`config.mk`:
```
export PLATFORM = sky130hd
export DESIGN_NAME = rdlvl_unit
export DESIGN_NICKNAME = d
export VERILOG_FILES = /design/src/rtl/rdlvl_pkg.sv /design/src/rtl/rdlvl_store.sv /design/src/rtl/rdlvl_peak.sv /design/src/rtl/rdlvl_comp.sv /design/src/rtl/rdlvl_ctrl.sv /design/src/rtl/rdlvl_unit.sv
export SDC_FILE = /design/constraint.sdc
export NUM_CORES = 1
export LEC_CHECK = 0
export BUFFER_PORTS_ARGS = -buffer_cell sky130_fd_sc_hd__buf_2
export CAP_MARGIN = 0
export CELL_PAD_IN_SITES_DETAIL_PLACEMENT = 1
export CELL_PAD_IN_SITES_GLOBAL_PLACEMENT = 1
export CORE_ASPECT_RATIO = 2
export CORE_MARGIN = 4
export CORE_UTILIZATION = 53
export CTS_CLUSTER_SIZE = 40
export DETAILED_ROUTE_END_ITERATION = 7
export GPL_ROUTABILITY_DRIVEN = 0
export PLACE_DENSITY_LB_ADDON = 0.1
export SETUP_SLACK_MARGIN = 0.5
export SYNTH_ARGS = -nofsm -noshare
export SYNTH_HDL_FRONTEND = slang
export SYNTH_SLANG_ARGS = --single-unit
```
`constraint.sdc`:
```
create_clock -name clk -period 3.63 [get_ports clk]
set_input_delay 0.1815 -clock clk [delete_from_list [all_inputs] [get_ports clk]]
set_output_delay 0.1815 -clock clk [all_outputs]
set_load 0.1 [all_outputs]
```
`src/rtl/rdlvl_pkg.sv`:
```
package rdlvl_pkg;
  typedef enum logic [1:0] {
    ST_IDLE   = 2'd0,
    ST_GATHER = 2'd1,
    ST_ISSUE  = 2'd2
  } lvl_state_e;
endpackage

```
`src/rtl/rdlvl_store.sv`:
```
module rdlvl_store #(
  parameter int DEPTH = 32,
  parameter int DW    = 5,
  parameter int AW    = 5
) (
  input  logic          clk,
  input  logic          wr_en,
  input  logic [AW-1:0] addr,
  input  logic [DW-1:0] wr_data,
  output logic [DW-1:0] rd_data
);
  logic [DW-1:0] mem [DEPTH];

  always_ff @(posedge clk) begin
    if (wr_en) mem[addr] <= wr_data;
  end

  assign rd_data = mem[addr];
endmodule

```
`src/rtl/rdlvl_peak.sv`:
```
module rdlvl_peak #(
  parameter int DW = 5
) (
  input  logic          clk,
  input  logic          rst_n,
  input  logic          clear,
  input  logic          upd,
  input  logic [DW-1:0] sample,
  output logic [DW-1:0] peak_nxt,
  output logic [DW-1:0] peak_q
);
  always_comb begin
    peak_nxt = peak_q;
    if (upd && (sample > peak_q)) peak_nxt = sample;
  end

  always_ff @(posedge clk or negedge rst_n) begin
    if (!rst_n)     peak_q <= '0;
    else if (clear) peak_q <= '0;
    else if (upd)   peak_q <= peak_nxt;
  end


  peak_monotonic_chk: assert property (@(posedge clk) disable iff (!rst_n)
    (upd && !clear) |=> (peak_q >= $past(sample)));
endmodule

```
`src/rtl/rdlvl_comp.sv`:
```
module rdlvl_comp #(
  parameter int DOM_W = 5,
  parameter int DLY_W = 3
) (
  input  logic [DOM_W-1:0] target,
  input  logic [DOM_W-1:0] domain,
  output logic [DLY_W-1:0] delay,
  output logic             err
);
  localparam logic [DOM_W-1:0] DLY_MAX = DOM_W'((1 << DLY_W) - 1);

  logic [DOM_W-1:0] diff;

  always_comb begin
    diff  = target - domain;
    err   = (diff > DLY_MAX);
    delay = err ? {DLY_W{1'b1}} : diff[DLY_W-1:0];
  end


  always_comb begin
    sat_field_chk: assert (!err || (&delay));
  end
endmodule

```
`src/rtl/rdlvl_ctrl.sv`:
```
module rdlvl_ctrl
  import rdlvl_pkg::*;
#(
  parameter int MAX_DEV = 32,
  parameter int ID_W    = 5,
  parameter int CNT_W   = 6
) (
  input  logic             clk,
  input  logic             rst_n,
  input  logic             start,
  input  logic [CNT_W-1:0] dev_count,
  input  logic             in_valid,
  input  logic             out_ready,
  output logic             in_ready,
  output logic             out_valid,
  output logic [ID_W-1:0]  idx,
  output logic             accept,
  output logic             last_accept,
  output logic             clear,
  output logic             busy,
  output logic             done
);
  lvl_state_e       state_q;
  logic [CNT_W-1:0] count_q;
  logic [ID_W-1:0]  idx_q;
  logic             done_q;
  logic             cnt_ok;
  logic             at_last;
  logic             fire;

  assign cnt_ok      = (dev_count != '0) && (dev_count <= CNT_W'(MAX_DEV));
  assign at_last     = ({1'b0, idx_q} == (count_q - CNT_W'(1)));
  assign in_ready    = (state_q == ST_GATHER);
  assign out_valid   = (state_q == ST_ISSUE);
  assign accept      = in_ready && in_valid;
  assign last_accept = accept && at_last;
  assign fire        = out_valid && out_ready;
  assign clear       = (state_q == ST_IDLE) && start && cnt_ok;
  assign busy        = (state_q != ST_IDLE);
  assign idx         = idx_q;
  assign done        = done_q;

  always_ff @(posedge clk or negedge rst_n) begin
    if (!rst_n) begin
      state_q <= ST_IDLE;
      count_q <= '0;
      idx_q   <= '0;
      done_q  <= 1'b0;
    end else begin
      done_q <= 1'b0;
      case (state_q)
        ST_IDLE: begin
          if (start && cnt_ok) begin
            count_q <= dev_count;
            idx_q   <= '0;
            state_q <= ST_GATHER;
          end
        end
        ST_GATHER: begin
          if (accept) begin
            if (at_last) begin
              idx_q   <= '0;
              state_q <= ST_ISSUE;
            end else begin
              idx_q <= idx_q + ID_W'(1);
            end
          end
        end
        ST_ISSUE: begin
          if (fire) begin
            if (at_last) begin
              idx_q   <= '0;
              state_q <= ST_IDLE;
              done_q  <= 1'b1;
            end else begin
              idx_q <= idx_q + ID_W'(1);
            end
          end
        end
        default: state_q <= ST_IDLE;
      endcase
    end
  end


  dir_excl_chk: assert property (@(posedge clk) disable iff (!rst_n)
    !(in_ready && out_valid));


  hold_id_chk: assert property (@(posedge clk) disable iff (!rst_n)
    (out_valid && !out_ready) |=> (out_valid && $stable(idx)));


  done_pulse_chk: assert property (@(posedge clk) disable iff (!rst_n)
    done |=> !done);


  done_idle_chk: assert property (@(posedge clk) disable iff (!rst_n)
    done |-> !busy);


  busy_start_chk: assert property (@(posedge clk) disable iff (!rst_n)
    (in_ready && start && !in_valid) |=> (in_ready && $stable(idx)));
endmodule

```
`src/rtl/rdlvl_unit.sv`:
```
module rdlvl_unit
  import rdlvl_pkg::*;
#(
  parameter int MAX_DEV = 32,
  parameter int DOM_W   = 5,
  parameter int DLY_W   = 3,
  localparam int ID_W   = (MAX_DEV > 1) ? $clog2(MAX_DEV) : 1,
  localparam int CNT_W  = ID_W + 1
) (
  input  logic             clk,
  input  logic             rst_n,
  input  logic             start,
  input  logic [CNT_W-1:0] dev_count,
  input  logic             in_valid,
  output logic             in_ready,
  input  logic [DOM_W-1:0] in_domain,
  output logic             out_valid,
  input  logic             out_ready,
  output logic [ID_W-1:0]  out_dev_id,
  output logic [DLY_W-1:0] out_delay,
  output logic             out_err,
  output logic [DOM_W-1:0] rd_offset,
  output logic             busy,
  output logic             done
);
  logic             accept;
  logic             last_accept;
  logic             clear;
  logic [ID_W-1:0]  idx;
  logic [DOM_W-1:0] stored_dom;
  logic [DOM_W-1:0] peak_nxt;
  logic [DOM_W-1:0] peak_q;
  logic [DOM_W-1:0] ofs_q;

  rdlvl_ctrl #(
    .MAX_DEV (MAX_DEV),
    .ID_W    (ID_W),
    .CNT_W   (CNT_W)
  ) u_ctrl (
    .clk         (clk),
    .rst_n       (rst_n),
    .start       (start),
    .dev_count   (dev_count),
    .in_valid    (in_valid),
    .out_ready   (out_ready),
    .in_ready    (in_ready),
    .out_valid   (out_valid),
    .idx         (idx),
    .accept      (accept),
    .last_accept (last_accept),
    .clear       (clear),
    .busy        (busy),
    .done        (done)
  );

  rdlvl_store #(
    .DEPTH (MAX_DEV),
    .DW    (DOM_W),
    .AW    (ID_W)
  ) u_store (
    .clk     (clk),
    .wr_en   (accept),
    .addr    (idx),
    .wr_data (in_domain),
    .rd_data (stored_dom)
  );

  rdlvl_peak #(
    .DW (DOM_W)
  ) u_peak (
    .clk      (clk),
    .rst_n    (rst_n),
    .clear    (clear),
    .upd      (accept),
    .sample   (in_domain),
    .peak_nxt (peak_nxt),
    .peak_q   (peak_q)
  );

  rdlvl_comp #(
    .DOM_W (DOM_W),
    .DLY_W (DLY_W)
  ) u_comp (
    .target (peak_q),
    .domain (stored_dom),
    .delay  (out_delay),
    .err    (out_err)
  );

  always_ff @(posedge clk or negedge rst_n) begin
    if (!rst_n)           ofs_q <= '0;
    else if (last_accept) ofs_q <= peak_nxt;
  end

  assign rd_offset  = ofs_q;
  assign out_dev_id = idx;


  target_cover_chk: assert property (@(posedge clk) disable iff (!rst_n)
    out_valid |-> (peak_q >= stored_dom));


  hold_data_chk: assert property (@(posedge clk) disable iff (!rst_n)
    (out_valid && !out_ready) |=> ($stable(out_delay) && $stable(out_err)));


  ofs_hold_chk: assert property (@(posedge clk) disable iff (!rst_n)
    !last_accept |=> $stable(rd_offset));


  ofs_match_chk: assert property (@(posedge clk) disable iff (!rst_n)
    out_valid |-> (rd_offset == peak_q));
endmodule

```
==> flow_metrics.py <==
metrics = {
    "outcome": {
        "outcome": "finished, violations left",
        "violations": "setup timing",
    },
    "global_route": {
        "grt_antenna_before_repair": 0,
        "grt_max_degree": 34,
        "gr-total-overflow": 0,
        "grt_pass1_wl_um": 31600,
        "grt_pass1_vias": 5166,
        "grt.total_usage_pct": 26.1,
    },
    "sta": {
        "setup_violations": 4,
        "slew_headroom_pct": 52.9,
        "fmax_ghz": 0.254,
        "fin_tns_setup_ps": -1170,
        "slew_viol_final": 0,
        "post-route-period-util_pct": 109,
        "rsz0062_at_grt": "yes",
        "period_needed_ps": 3940,
        "finClkSkew_ps": 9.73,
        "worst_pin_slew_ps": 705,
        "worst_slack_ps": -312,
        "final_hold_viol_count": 0,
    },
    "worst_setup_path": {
        "rr_worst_depth": 7,
        "crit_required_ps": 3450,
        "critPathCaptureType": "primary output",
        "path_delay_family": "adder cells",
        "worst_r2r_startpoint": "u_ctrl.idx[0]",
        "arrival_ps": 3760,
        "worstReg2RegEnd": "u_store.mem[14][4]",
        "ff2ff_setup_slack_ps": 680,
        "worstSetupStartpointType": "flip-flop",
        "critPathBufInv": 4,
        "max_stage_delay_ps": 540,
        "crit_type": "flip-flop to primary output",
        "cp_cell_sequence": "buf_12 -> buf_4 -> mux4_2 -> a22o_1 -> nand2_1 -> nand4_1 -> ha_2 -> inv_2 -> fa_2 -> a21o_1 -> a21oi_2 -> xnor2_2 -> xnor2_2 -> nand3b_1 -> buf_12",
        "crit_slowest_cell": "dfrtp_4",
        "worst-path-max-fanout": 4,
        "critical_path_depth": 15,
    },
    "drt": {
        "vias_per_cell": 5.93,
        "drc": 0,
        "dr.first_iter.drc_count": 291,
        "wl_um": 21000,
        "ant_nets": 0,
        "post_drt_wl_per_cell_um": 26.7,
        "drtPass1Iterations": 4,
        "dr_total_vias": 4658,
    },
    "floorplan": {
        "die_y_um": 182,
        "die-width_um": 94.8,
        "ioPinCount": 34,
        "rows": 63,
        "core_area_um2": 14800,
        "fp.dieArea_um2": 17200,
        "initial_utilization_pct": 53.9,
    },
    "final_layout": {
        "mostFrequentLayoutCell": "edfxtp_1",
        "antenna_cells": 0,
        "nets": 614,
        "final_cell_mix": "160 x edfxtp_1, 43 x nor2_1, 40 x buf_4",
        "layout-drive-gt1-share_pct": 33.5,
        "fillers": 1357,
        "synthToLayoutAreaGrowth_pct": 20.7,
    },
    "pwr": {
        "p_leak_nw": 3.47,
        "ir_drop_uv": 707,
        "p_total_mw": 9.61,
        "power_density_nw_per_um2": 997,
    },
    "synth": {
        "synth-compound-area-share_pct": 4.87,
        "synth_fp_nets": 527,
        "synth-async-reset-ratio_pct": 13.0,
        "yosysTopAreaCellShare_pct": 60.2,
        "synth_top_family_by_area": "multiplexers",
        "synth_xor_area_share_pct": 1.32,
        "synth_mux_area_share_pct": 13.1,
        "synth_edf_count": 160,
        "synthCells": 491,
        "synth_fa_ha_area_share_pct": 3.23,
        "synth_top_cell_by_area": "edfxtp_1",
        "ys.warnings.count": 0,
        "syn_area_um2": 7990,
        "synth_area_leaders": "edfxtp_1 60%, mux4_2 11%, dfrtp_1 7.5%",
        "synthSimpleGateAreaFrac_pct": 6.61,
        "ys_seq_area_share_pct": 67.7,
        "synth_flop_cell": "edfxtp_1",
        "avgSynthCellArea_um2": 16.3,
        "ys_ff_latch": 184,
        "yosysUniqueCellTypes": 52,
    },
    "cts": {
        "cts_max_level": 4,
        "clk_latency_ps": 430,
        "path_clk_slew_ps": 70,
        "cts_root_buffer": "clkbuf_16",
        "clk_path_buf_depth": 2,
        "cts_tree": "done",
        "clkSinkCount": 184,
        "cts_inserted_buffers": 17,
    },
    "hold_path": {
        "worstHoldPathCells": 2,
        "min_to": "u_ctrl.count_q[5]",
        "hold_class": "input port to flip-flop",
        "hold_start": "dev_count[5]",
    },
    "job": {
        "max-cap-violations": 0,
    },
    "placement": {
        "dp_hpwl_um": 14100,
        "io_buffers": 33,
    },
}
per-stage QoR:
stage / setup slack (ps) / utilization [%] / cell area [µm²] / hold slack (ps) / cells
detailed placement: 18.1 / 58.0 / 8590 / 226 / 718
floorplan: -370 / - / 8100 / -114 / 491
global placement: 140 / 58.0 / 8590 / 213 / 718
finish: -312 / 65.0 / 9640 / 29.6 / 786
CTS: -235 / 64.5 / 9550 / 18.5 / 779
global route: -455 / 65.0 / 9640 / 30.1 / 786
routing by layer:
layer | part of all wire (%) | track usage (%)
met2 | 57 | 48.4
met3 | 3.4 | 4.39
met5 | 0 | 0
met1 | 35 | 27.7
met4 | 4.7 | 12.4
cell usage after synthesis (2+ instances only):
library cell  number
nand2b_1           2
and3_1             4
nand2_1           19
nor2b_1            6
mux2i_1            7
nor2_1            43
a31oi_1            6
nand3b_1           3
nand3_1           18
o22ai_1            4
mux4_2            38
a22o_1             4
edfxtp_1         160
o21a_1             2
buf_2             10
a22o_2             3
buf_6              3
xnor2_1            8
a21o_1             3
o21ai_0           12
or2_2              2
nor3_1             3
mux2_2             7
dfrtp_1           24
or3_1              3
ha_1              19
inv_1             33
a2111oi_1          2
buf_1              2
clkbuf_1           6
a21oi_1            9
mux2_4             3
xor2_1             4
timing repair:
action                                  CTS  global route
endpoints found under the hold margin    30             0
endpoints found under the setup margin    4             4
gates resized for setup                  14             4
hold buffers                              7             0
cloned                                    1             0
pin swaps                                19            10
setup buffers                            21             7
sequential cells by signal, indices dropped and copies added (netlist names):
| register | flops |
|---|---|
| u_store.mem | 160 |
| u_ctrl.idx | 5 |
| u_ctrl.state_q | 2 |
| u_ctrl.done | 1 |
| u_peak.peak_q | 5 |
| rd_offset | 5 |
| u_ctrl.count_q | 6 |
where the power goes:
group	total (mW)	leakage (nW)	switching (mW)	internal, mW
Combinational	5.12	1.43	3.09	2.03
Sequential	2.67	1.74	0.195	2.47
Clock	1.82	0.290	0.847	0.976
worst max path at each step:
stage | to | start
2_1_floorplan | out_delay[1] | u_ctrl.idx[0]
3_3_place_gp | out_delay[1] | u_ctrl.idx[1]
3_5_place_dp | out_delay[1] | u_ctrl.idx[0]
4_1_cts | out_delay[1] | u_ctrl.idx[0]
5_1_grt | out_delay[1] | u_ctrl.idx[0]
6_report | out_delay[1] | u_ctrl.idx[0]
logic make-up (layout without fill, tap and decap cells):
family,Yosys count,after routing
fa+ha+maj,20,20
xor+xnor,12,12
flops,184,184
simple gates,109,109
compound gates,56,56
mux,55,55
buf+inv,55,155
cell type report:
class | count | area, µm² | area share [%]
Clock buffer | 17 | 425 | 4.41
Clock inverter | 15 | 159 | 1.65
Inverter | 33 | 124 | 1.29
Multi-Input combinational cell | 252 | 2460 | 25.6
Sequential cell | 184 | 5420 | 56.3
Tap cell | 195 | 244 | 2.53
Timing Repair Buffer | 90 | 798 | 8.28
(Power assumes the default switching activity.)
